## src/rtl/qm_pkg.sv

```systemverilog
package qm_pkg;
  // strobes from control to datapath
  typedef struct packed {
    logic initWr;   // load one base entry this cycle
    logic live;     // stage-one request is valid
    logic enq;      // stage-one request is an enqueue
  } qmStrobe_t;

  typedef struct packed {
    logic almostFull;
    logic almostEmpty;
    logic full;
    logic empty;
  } qmFlags_t;
endpackage

```

## src/rtl/qm_ctrl.sv

```systemverilog
module qm_ctrl
  import qm_pkg::*;
#(
  parameter int NUM_QUEUES   = 64,
  parameter int DEPTH_FRAMES = 128
) (
  input  logic                                 clk,
  input  logic                                 rstN,
  input  logic                                 reqValid,
  input  logic                                 reqEnq,
  input  logic [$clog2(NUM_QUEUES)-1:0]        reqQueue,
  output logic                                 ready,
  output qmStrobe_t                            strobes,
  output logic [$clog2(NUM_QUEUES)-1:0]        s1Queue,
  output logic [$clog2(NUM_QUEUES)+$clog2(DEPTH_FRAMES)-1:0] initBase
);
  localparam int QW = $clog2(NUM_QUEUES);
  localparam int DW = $clog2(DEPTH_FRAMES);
  localparam int BW = QW + DW;

  typedef enum logic {ST_LOAD, ST_RUN} ctlState_t;
  ctlState_t state;
  logic [QW-1:0] initCnt;
  logic s1Live, s1Enq;

  always_ff @(posedge clk) begin
    if (!rstN) begin
      state    <= ST_LOAD;
      initCnt  <= '0;
      initBase <= '0;
      s1Live   <= 1'b0;
      s1Enq    <= 1'b0;
      s1Queue  <= '0;
    end else begin
      if (state == ST_LOAD) begin
        initCnt  <= initCnt + 1'b1;
        initBase <= initBase + BW'(DEPTH_FRAMES);   // step by one region
        if (initCnt == QW'(NUM_QUEUES - 1)) state <= ST_RUN;
      end
      s1Live  <= (state == ST_RUN) && reqValid;
      s1Enq   <= reqEnq;
      s1Queue <= reqQueue;
    end
  end

  assign ready          = (state == ST_RUN);
  assign strobes.initWr = (state == ST_LOAD);
  assign strobes.live   = s1Live;
  assign strobes.enq    = s1Enq;

  // once raised, ready never drops
  a_r1_ready_sticky: assert property (@(posedge clk) disable iff (!rstN)
    ready |=> ready);
  // ready rises only after the last queue entry was loaded
  a_r1_ready_after_sweep: assert property (@(posedge clk) disable iff (!rstN)
    $rose(ready) |-> (initCnt == '0) && ($past(initCnt) == QW'(NUM_QUEUES - 1)));
endmodule

```

## src/rtl/qm_datapath.sv

```systemverilog
module qm_datapath
  import qm_pkg::*;
#(
  parameter int NUM_QUEUES   = 64,
  parameter int DEPTH_FRAMES = 128,
  parameter int FRAME_BYTES  = 64
) (
  input  logic                                 clk,
  input  logic                                 rstN,
  input  qmStrobe_t                            strobes,
  input  logic [$clog2(NUM_QUEUES)-1:0]        s1Queue,
  input  logic [$clog2(NUM_QUEUES)+$clog2(DEPTH_FRAMES)-1:0] initBase,
  input  logic [$clog2(DEPTH_FRAMES):0]        aeLevel,
  input  logic [$clog2(DEPTH_FRAMES):0]        afLevel,
  output logic                                 memValid,
  output logic                                 memWrite,
  output logic [$clog2(NUM_QUEUES)+$clog2(DEPTH_FRAMES)+$clog2(FRAME_BYTES)-1:0] memAddr,
  output logic                                 drop,
  output logic                                 statValid,
  output logic [$clog2(NUM_QUEUES)-1:0]        statQueue,
  output qmFlags_t                             statFlags
);
  localparam int QW = $clog2(NUM_QUEUES);
  localparam int DW = $clog2(DEPTH_FRAMES);
  localparam int OW = $clog2(FRAME_BYTES);
  localparam int BW = QW + DW;
  localparam int PW = 1 + BW;        // wrap bit, queue field, frame index
  localparam int AW = BW + OW;

  // pointer: {wrap, queue field, frame index}
  function automatic logic [PW-1:0] ptrStep(input logic [PW-1:0] p);
    logic [DW:0] w;
    w = {p[PW-1], p[DW-1:0]} + 1'b1;
    return {w[DW], p[BW-1:DW], w[DW-1:0]};
  endfunction

  function automatic logic [DW:0] occOf(input logic [PW-1:0] t, input logic [PW-1:0] h);
    return {t[PW-1], t[DW-1:0]} - {h[PW-1], h[DW-1:0]};
  endfunction

  function automatic qmFlags_t flagsOf(input logic [DW:0] occ,
                                       input logic [DW:0] ae, input logic [DW:0] af);
    qmFlags_t f;
    f.empty       = (occ == '0);
    f.full        = (occ == (DW+1)'(DEPTH_FRAMES));
    f.almostEmpty = (occ <= ae);
    f.almostFull  = (occ >= af);
    return f;
  endfunction

  // entry table
  logic [PW-1:0] headMem [NUM_QUEUES];
  logic [PW-1:0] tailMem [NUM_QUEUES];
  qmFlags_t      flagMem [NUM_QUEUES];

  // write-back stage
  logic          s2Valid;
  logic [QW-1:0] s2Queue;
  logic [PW-1:0] s2Head, s2Tail;
  qmFlags_t      s2Flags;

  // fetch stage: forward the entry still in write-back
  logic          fwd;
  logic [PW-1:0] curHead, curTail, nextHead, nextTail, accessPtr;
  qmFlags_t      curFlags, nextFlags;
  logic          doWrite, doRead, doDrop;

  always_comb begin
    fwd      = s2Valid && (s2Queue == s1Queue);
    curHead  = fwd ? s2Head  : headMem[s1Queue];
    curTail  = fwd ? s2Tail  : tailMem[s1Queue];
    curFlags = fwd ? s2Flags : flagMem[s1Queue];

    doWrite  = strobes.live &&  strobes.enq && !curFlags.full;
    doRead   = strobes.live && !strobes.enq && !curFlags.empty;
    doDrop   = strobes.live &&  strobes.enq &&  curFlags.full;

    nextHead  = doRead  ? ptrStep(curHead) : curHead;
    nextTail  = doWrite ? ptrStep(curTail) : curTail;
    nextFlags = flagsOf(occOf(nextTail, nextHead), aeLevel, afLevel);
    accessPtr = strobes.enq ? curTail : curHead;
  end

  always_ff @(posedge clk) begin
    if (!rstN) begin
      s2Valid  <= 1'b0;
      s2Queue  <= '0;
      s2Head   <= '0;
      s2Tail   <= '0;
      s2Flags  <= '0;
      memValid <= 1'b0;
      memWrite <= 1'b0;
      memAddr  <= '0;
      drop     <= 1'b0;
    end else begin
      s2Valid  <= strobes.live;
      s2Queue  <= s1Queue;
      s2Head   <= nextHead;
      s2Tail   <= nextTail;
      s2Flags  <= nextFlags;
      memValid <= doWrite || doRead;
      memWrite <= doWrite;
      memAddr  <= {accessPtr[BW-1:0], {OW{1'b0}}};
      drop     <= doDrop;
    end
  end

  // table writes: base load during start-up, write-back afterwards
  always_ff @(posedge clk) begin
    if (strobes.initWr) begin
      headMem[initBase[BW-1:DW]] <= {1'b0, initBase};
      tailMem[initBase[BW-1:DW]] <= {1'b0, initBase};
      flagMem[initBase[BW-1:DW]] <= flagsOf('0, aeLevel, afLevel);
    end else if (s2Valid) begin
      headMem[s2Queue] <= s2Head;
      tailMem[s2Queue] <= s2Tail;
      flagMem[s2Queue] <= s2Flags;
    end
  end

  assign statValid = s2Valid;
  assign statQueue = s2Queue;
  assign statFlags = s2Flags;

  // occupancy held in an entry never exceeds the depth
  a_r5_occ_bounded: assert property (@(posedge clk) disable iff (!rstN)
    statValid |-> occOf(s2Tail, s2Head) <= (DW+1)'(DEPTH_FRAMES));
  // a queue is never both full and empty
  a_r5_full_excl_empty: assert property (@(posedge clk) disable iff (!rstN)
    statValid |-> !(statFlags.full && statFlags.empty));
  // a frame address always lies in the region of its own queue
  a_r4_addr_in_region: assert property (@(posedge clk) disable iff (!rstN)
    memValid |-> (memAddr[AW-1 -: QW] == statQueue) && (memAddr[OW-1:0] == '0));
  // a refused enqueue makes no memory access
  a_r8_drop_no_access: assert property (@(posedge clk) disable iff (!rstN)
    drop |-> !memValid && statValid);
  // a dequeue from an empty queue produces neither access nor drop
  a_r7_empty_dequeue_idle: assert property (@(posedge clk) disable iff (!rstN)
    (strobes.live && !strobes.enq && curFlags.empty) |=> !memValid && !drop);
endmodule

```

## src/rtl/static_queue_ptr_mgr.sv

```systemverilog
module static_queue_ptr_mgr
  import qm_pkg::*;
#(
  parameter int NUM_QUEUES   = 64,
  parameter int DEPTH_FRAMES = 128,
  parameter int FRAME_BYTES  = 64
) (
  input  logic                                 clk,
  input  logic                                 rstN,
  input  logic                                 reqValid,
  input  logic                                 reqEnq,
  input  logic [$clog2(NUM_QUEUES)-1:0]        reqQueue,
  input  logic [$clog2(DEPTH_FRAMES):0]        aeLevel,
  input  logic [$clog2(DEPTH_FRAMES):0]        afLevel,
  output logic                                 ready,
  output logic                                 memValid,
  output logic                                 memWrite,
  output logic [$clog2(NUM_QUEUES)+$clog2(DEPTH_FRAMES)+$clog2(FRAME_BYTES)-1:0] memAddr,
  output logic                                 drop,
  output logic                                 statValid,
  output logic [$clog2(NUM_QUEUES)-1:0]        statQueue,
  output logic                                 statEmpty,
  output logic                                 statFull,
  output logic                                 statAlmostEmpty,
  output logic                                 statAlmostFull
);
  localparam int QW = $clog2(NUM_QUEUES);
  localparam int BW = QW + $clog2(DEPTH_FRAMES);

  qmStrobe_t     strobes;
  logic [QW-1:0] s1Queue;
  logic [BW-1:0] initBase;
  qmFlags_t      statFlags;

  qm_ctrl #(.NUM_QUEUES(NUM_QUEUES), .DEPTH_FRAMES(DEPTH_FRAMES)) i_ctrl (
    .clk(clk), .rstN(rstN), .reqValid(reqValid), .reqEnq(reqEnq),
    .reqQueue(reqQueue), .ready(ready), .strobes(strobes),
    .s1Queue(s1Queue), .initBase(initBase));

  qm_datapath #(.NUM_QUEUES(NUM_QUEUES), .DEPTH_FRAMES(DEPTH_FRAMES),
                .FRAME_BYTES(FRAME_BYTES)) i_dp (
    .clk(clk), .rstN(rstN), .strobes(strobes), .s1Queue(s1Queue),
    .initBase(initBase), .aeLevel(aeLevel), .afLevel(afLevel),
    .memValid(memValid), .memWrite(memWrite), .memAddr(memAddr),
    .drop(drop), .statValid(statValid), .statQueue(statQueue),
    .statFlags(statFlags));

  assign statEmpty       = statFlags.empty;
  assign statFull        = statFlags.full;
  assign statAlmostEmpty = statFlags.almostEmpty;
  assign statAlmostFull  = statFlags.almostFull;

  // nothing leaves the block before the table is loaded
  a_r1_quiet_until_ready: assert property (@(posedge clk) disable iff (!rstN)
    !ready |-> !memValid && !statValid && !drop);
endmodule

```

## config.mk

```make
export PLATFORM = sky130hd
export DESIGN_NAME = static_queue_ptr_mgr
export DESIGN_NICKNAME = d
export VERILOG_FILES = /design/src/rtl/qm_pkg.sv /design/src/rtl/qm_ctrl.sv /design/src/rtl/qm_datapath.sv /design/src/rtl/static_queue_ptr_mgr.sv
export SDC_FILE = /design/constraint.sdc
export NUM_CORES = 2
export LEC_CHECK = 0
export ABC_AREA = 1
export BUFFER_PORTS_ARGS = -buffer_cell sky130_fd_sc_hd__clkbuf_2
export CORE_MARGIN = 2
export CORE_UTILIZATION = 63
export CTS_BUF_LIST = sky130_fd_sc_hd__clkbuf_16
export DETAILED_ROUTE_END_ITERATION = 10
export HOLD_SLACK_MARGIN = 0.1
export PLACE_DENSITY = 0.77
export SKIP_LAST_GASP = 1
export SLEW_MARGIN = 5
export SYNTH_ARGS = -nofsm -noshare
export SYNTH_HDL_FRONTEND = slang
export SYNTH_SLANG_ARGS = --single-unit
```

## constraint.sdc

```tcl
create_clock -name clk -period 4.8 [get_ports clk]
set_input_delay 0.96 -clock clk [delete_from_list [all_inputs] [get_ports clk]]
set_output_delay 0.96 -clock clk [all_outputs]
set_load 0.05 [all_outputs]
```

==> impl_results.md <==
* Final instance area at 90800 um2
* Worst Hold End: i_ctrl.s1Enq
* Layout cells sized above 1 at 0.128
* Input/output buffers at 53
* DR pass1 iterations at 7
* Critical path's most frequent cell: nand2_1
* Pre-CTS setup slack at 0.0442 ns
* Final Worst Setup Slack at -0.161 ns
* CTS tree: yes
* Rows at 130
* Outcome: finished with violations
* Initial antenna violation count at 5
* GRT Overall Usage at 0.332
* Hold depth at 3
* Vias/cell at 6.64
* RSZ-0062 raised after global routing: true
* Worst Clk Skew at 0.0419 ns
* Avg Cell Area, Syn at 12.6 um2
* Die width at 360 um
* Number of global-route vias before repair at 52200
* Post-DRT Antenna Nets at 0
* CP bufs+invs at 6
* Count of pins over their slew limit at 0
* Final cycle utilization of the critical path at 1.03
* Crit path max-delay family: simple AND/OR/NAND/NOR gates
* Worst flop-to-flop path startpoint: i_ctrl.s1Queue[0]
* Synth Register Bits at 1996
* Die ar. at 130000 um2
* Non-Filler Instances at 8334
* Seq/Total Area, Yosys at 0.741
* Register-to-register setup slack at -0.16 ns
* Cell variety after synth at 45
* Pwr per Cell Area at 400 nW/um2
* Fill cells at 7641
* Nets at 6567
* Final WL at 227 mm
* GRT overflow at 0
* Pleak at 33.1 nW
* First-pass GRT wire length at 322 mm
* Worst-case reg-to-reg path depth at 32
* Hold wc startpoint: reqEnq
* Final setup fails at 2
* Critical Path RT at 5.50 ns
* Critical R2R Capture: i_dp.statFlags[2]
* Area growth syn-to-layout at 13.7%
* Drt wl/cell at 27.2 um
* Worst Setup Path Type: reg2reg
* Maximum root-to-sink buffer count at 3
* Cells after DPL at 7905
* DP Area at 83200 um2
* Core area at 126000 um2
* IO Pins at 60
* Vias at 55400
* Post-layout min period at 4.96 ns
* Synthesized area at 79800 um2
* DRT iter0 DRCs at 9087
* Failing checks: setup timing
* Peak VDD IR at 473 uV
* Fmax at 202 MHz
* Initial Utilization at 0.635
* Crit Path Max Fanout at 6
* Worst setup EP type: register
* Worst-margin pin slew at 1.28 ns
* Antenna Cells at 0
* Largest net degree at the start of global routing at 122
* DRC Markers at 0
* Die Ht at 360 um
* CP Data Arrival Time at 5.66 ns
* Clock tree sinks at 1996
* Post-DP HPWL at 122 mm
* Clock Latency Late Sink at 0.84 ns
* Critical-path top delay cell: dfxtp_4
* H-Tree Depth at 4
* Cell count after synthesis at 6349
* Relative slew slack at 0.141
* Critical path's largest stage delay at 0.42 ns
* Synth warn at 0
* Post-layout util at 0.722
* Startpoint Class: register
* Worst hold path type: in2reg
* Clk slew on worst S/H paths at 0.06 ns
* Final hold vios at 0
* Num CTS Buffers at 191
* Max-cap violations at 0
* Clock root buffer: clkbuf_16
* Setup Total Neg Slack at -0.212 ns
* Routability cong. at 0.944
==> where the power goes <==
group | switching [mW] | internal [mW] | leakage (nW)
sequential | 0.0850 | 19.1 | 20.4
combinational | 1.93 | 0.912 | 9.57
clock | 6.43 | 7.91 | 3.14
==> worst max-delay path by stage <==
stage	start	endpoint	slack (ns)	depth (start not counted)
final	i_ctrl.s1Queue[0]	i_dp.statFlags[2]	-0.16	32
after global routing	i_ctrl.s1Queue[0]	i_dp.statFlags[2]	-0.36	31
after CTS	i_ctrl.s1Queue[0]	i_dp.statFlags[3]	0.002	27
after detailed placement	i_ctrl.s1Queue[0]	i_dp.statFlags[3]	0.04	27
after global placement	i_ctrl.s1Queue[0]	i_dp.statFlags[3]	0.09	27
after floorplan	i_dp.statQueue[5]	i_dp.statFlags[3]	0.36	26
==> through the flow <==
step | power, mW | hold WS, ns
3_3_place_gp | 21.9 | 0.456
2_1_floorplan | 21.1 | 0.439
3_5_place_dp | 22.0 | 0.465
4_1_cts | 36.0 | 0.260
6_report | 36.3 | 0.307
5_1_grt | 37.2 | 0.307
==> registers in the layout, indices dropped and copies added, names as in the netlist, 6 cells and up <==
register         count
i_dp.tailMem       896
i_dp.flagMem       128
i_dp.memAddr        13
i_dp.statQueue       6
i_dp.headMem       896
i_ctrl.initBase      6
i_dp.s2Tail         14
i_dp.s2Head         14
i_ctrl.initCnt       6
i_ctrl.s1Queue       6
==> per-layer routing <==
| metal | wire [um] | GRT usage |
|---|---|---|
| met1 | 79700 | 0.463 |
| met2 | 104000 | 0.509 |
| met5 | 55 | 0 |
| met3 | 30900 | 0.0709 |
| met4 | 11800 | 0.152 |
==> cell type report <==
class / instances / area (um2) / area share
Sequential cell: 1996 / 59200 / 0.652
Clock inverter: 165 / 1070 / 0.0118
Timing Repair Buffer: 404 / 4070 / 0.0448
Inverter: 125 / 532 / 0.00586
Tap cell: 1650 / 2060 / 0.0227
Clock buffer: 195 / 4880 / 0.0538
Multi-Input combinational cell: 3793 / 18900 / 0.208
Timing Repair inverter: 6 / 72.6 / 0.000799
==> placed cells by master (no fill, tap or decap), types with 6 or more instances in the layout <==
master / instances
o21ai_2: 8
nand3_1: 500
inv_6: 8
nor2_2: 8
nand2_1: 732
o211ai_1: 15
clkinv_2: 40
o221ai_1: 54
buf_6: 20
clkinv_1: 42
inv_2: 8
buf_4: 257
edfxtp_1: 1920
buf_12: 38
clkbuf_2: 53
nor2_1: 941
nand4_1: 9
a21oi_1: 28
buf_16: 12
xor2_1: 10
o22ai_1: 372
nor2_4: 81
nand3_2: 19
bufinv_16: 10
nand2_2: 18
dfxtp_1: 70
o21ai_0: 826
conb_1: 6
o311ai_1: 9
o21ai_1: 68
ha_1: 21
nor3_1: 8
clkbuf_16: 215
inv_1: 168
==> kinds of logic after synthesis <==
family          count (synthesis)  share of synthesized area
flops                        1996                      0.741
buf+inv                       565                     0.0352
compound gates               1416                     0.0991
fa+ha+maj                      24                    0.00386
simple gates                 2328                      0.118
xor+xnor                       19                    0.00208
other cells                     1                  0.0000470
==> synthesized netlist by cell type, drive strengths merged <==
cell type	instances	area [um2]
nand2	752	2830
conb	1	3.75
and3	1	6.26
clkbuf	201	754
or2	6	37.5
a21oi	31	155
o211ai	15	113
xnor2	4	35.0
nand3	521	2620
a31oi	3	18.8
nor3	9	45.0
clkinv	3	11.3
o311ai	12	105
o32ai	3	26.3
ha	23	288
nor2	1030	3870
dfxtp	76	1520
o21ai	907	4540
o22ai	376	2350
o221ai	58	508
a211oi	2	15.0
nand4	9	56.3
o21a	4	30.0
o21bai	3	26.3
edfxtp	1920	57700
buf	239	1580
xor2	15	131
inv	122	463
fa	1	20.0
a21boi	2	15.0
==> worst reg2reg max path, delay by kind of cell (launching register included) <==
family | cells | cell delay [ns]
xor gates and xnor gates | 1 | 0.31
buffers and inverters | 6 | 0.78
and+or+nand+nor | 16 | 1.58
DFF | 1 | 0.42
AOI/OAI and AO/OA | 6 | 0.97
adders and majority gates | 3 | 0.77
==> what timing repair did <==
item | in CTS | in global routing
gates cloned | 0 | 32
endpoints found under the setup margin | 1 | 4
resized for setup | 1 | 163
buffers inserted | 0 | 36
pin swaps | 0 | 48
hold buffers | 0 | 0
No activity file was read; power rests on OpenSTA's default activity.
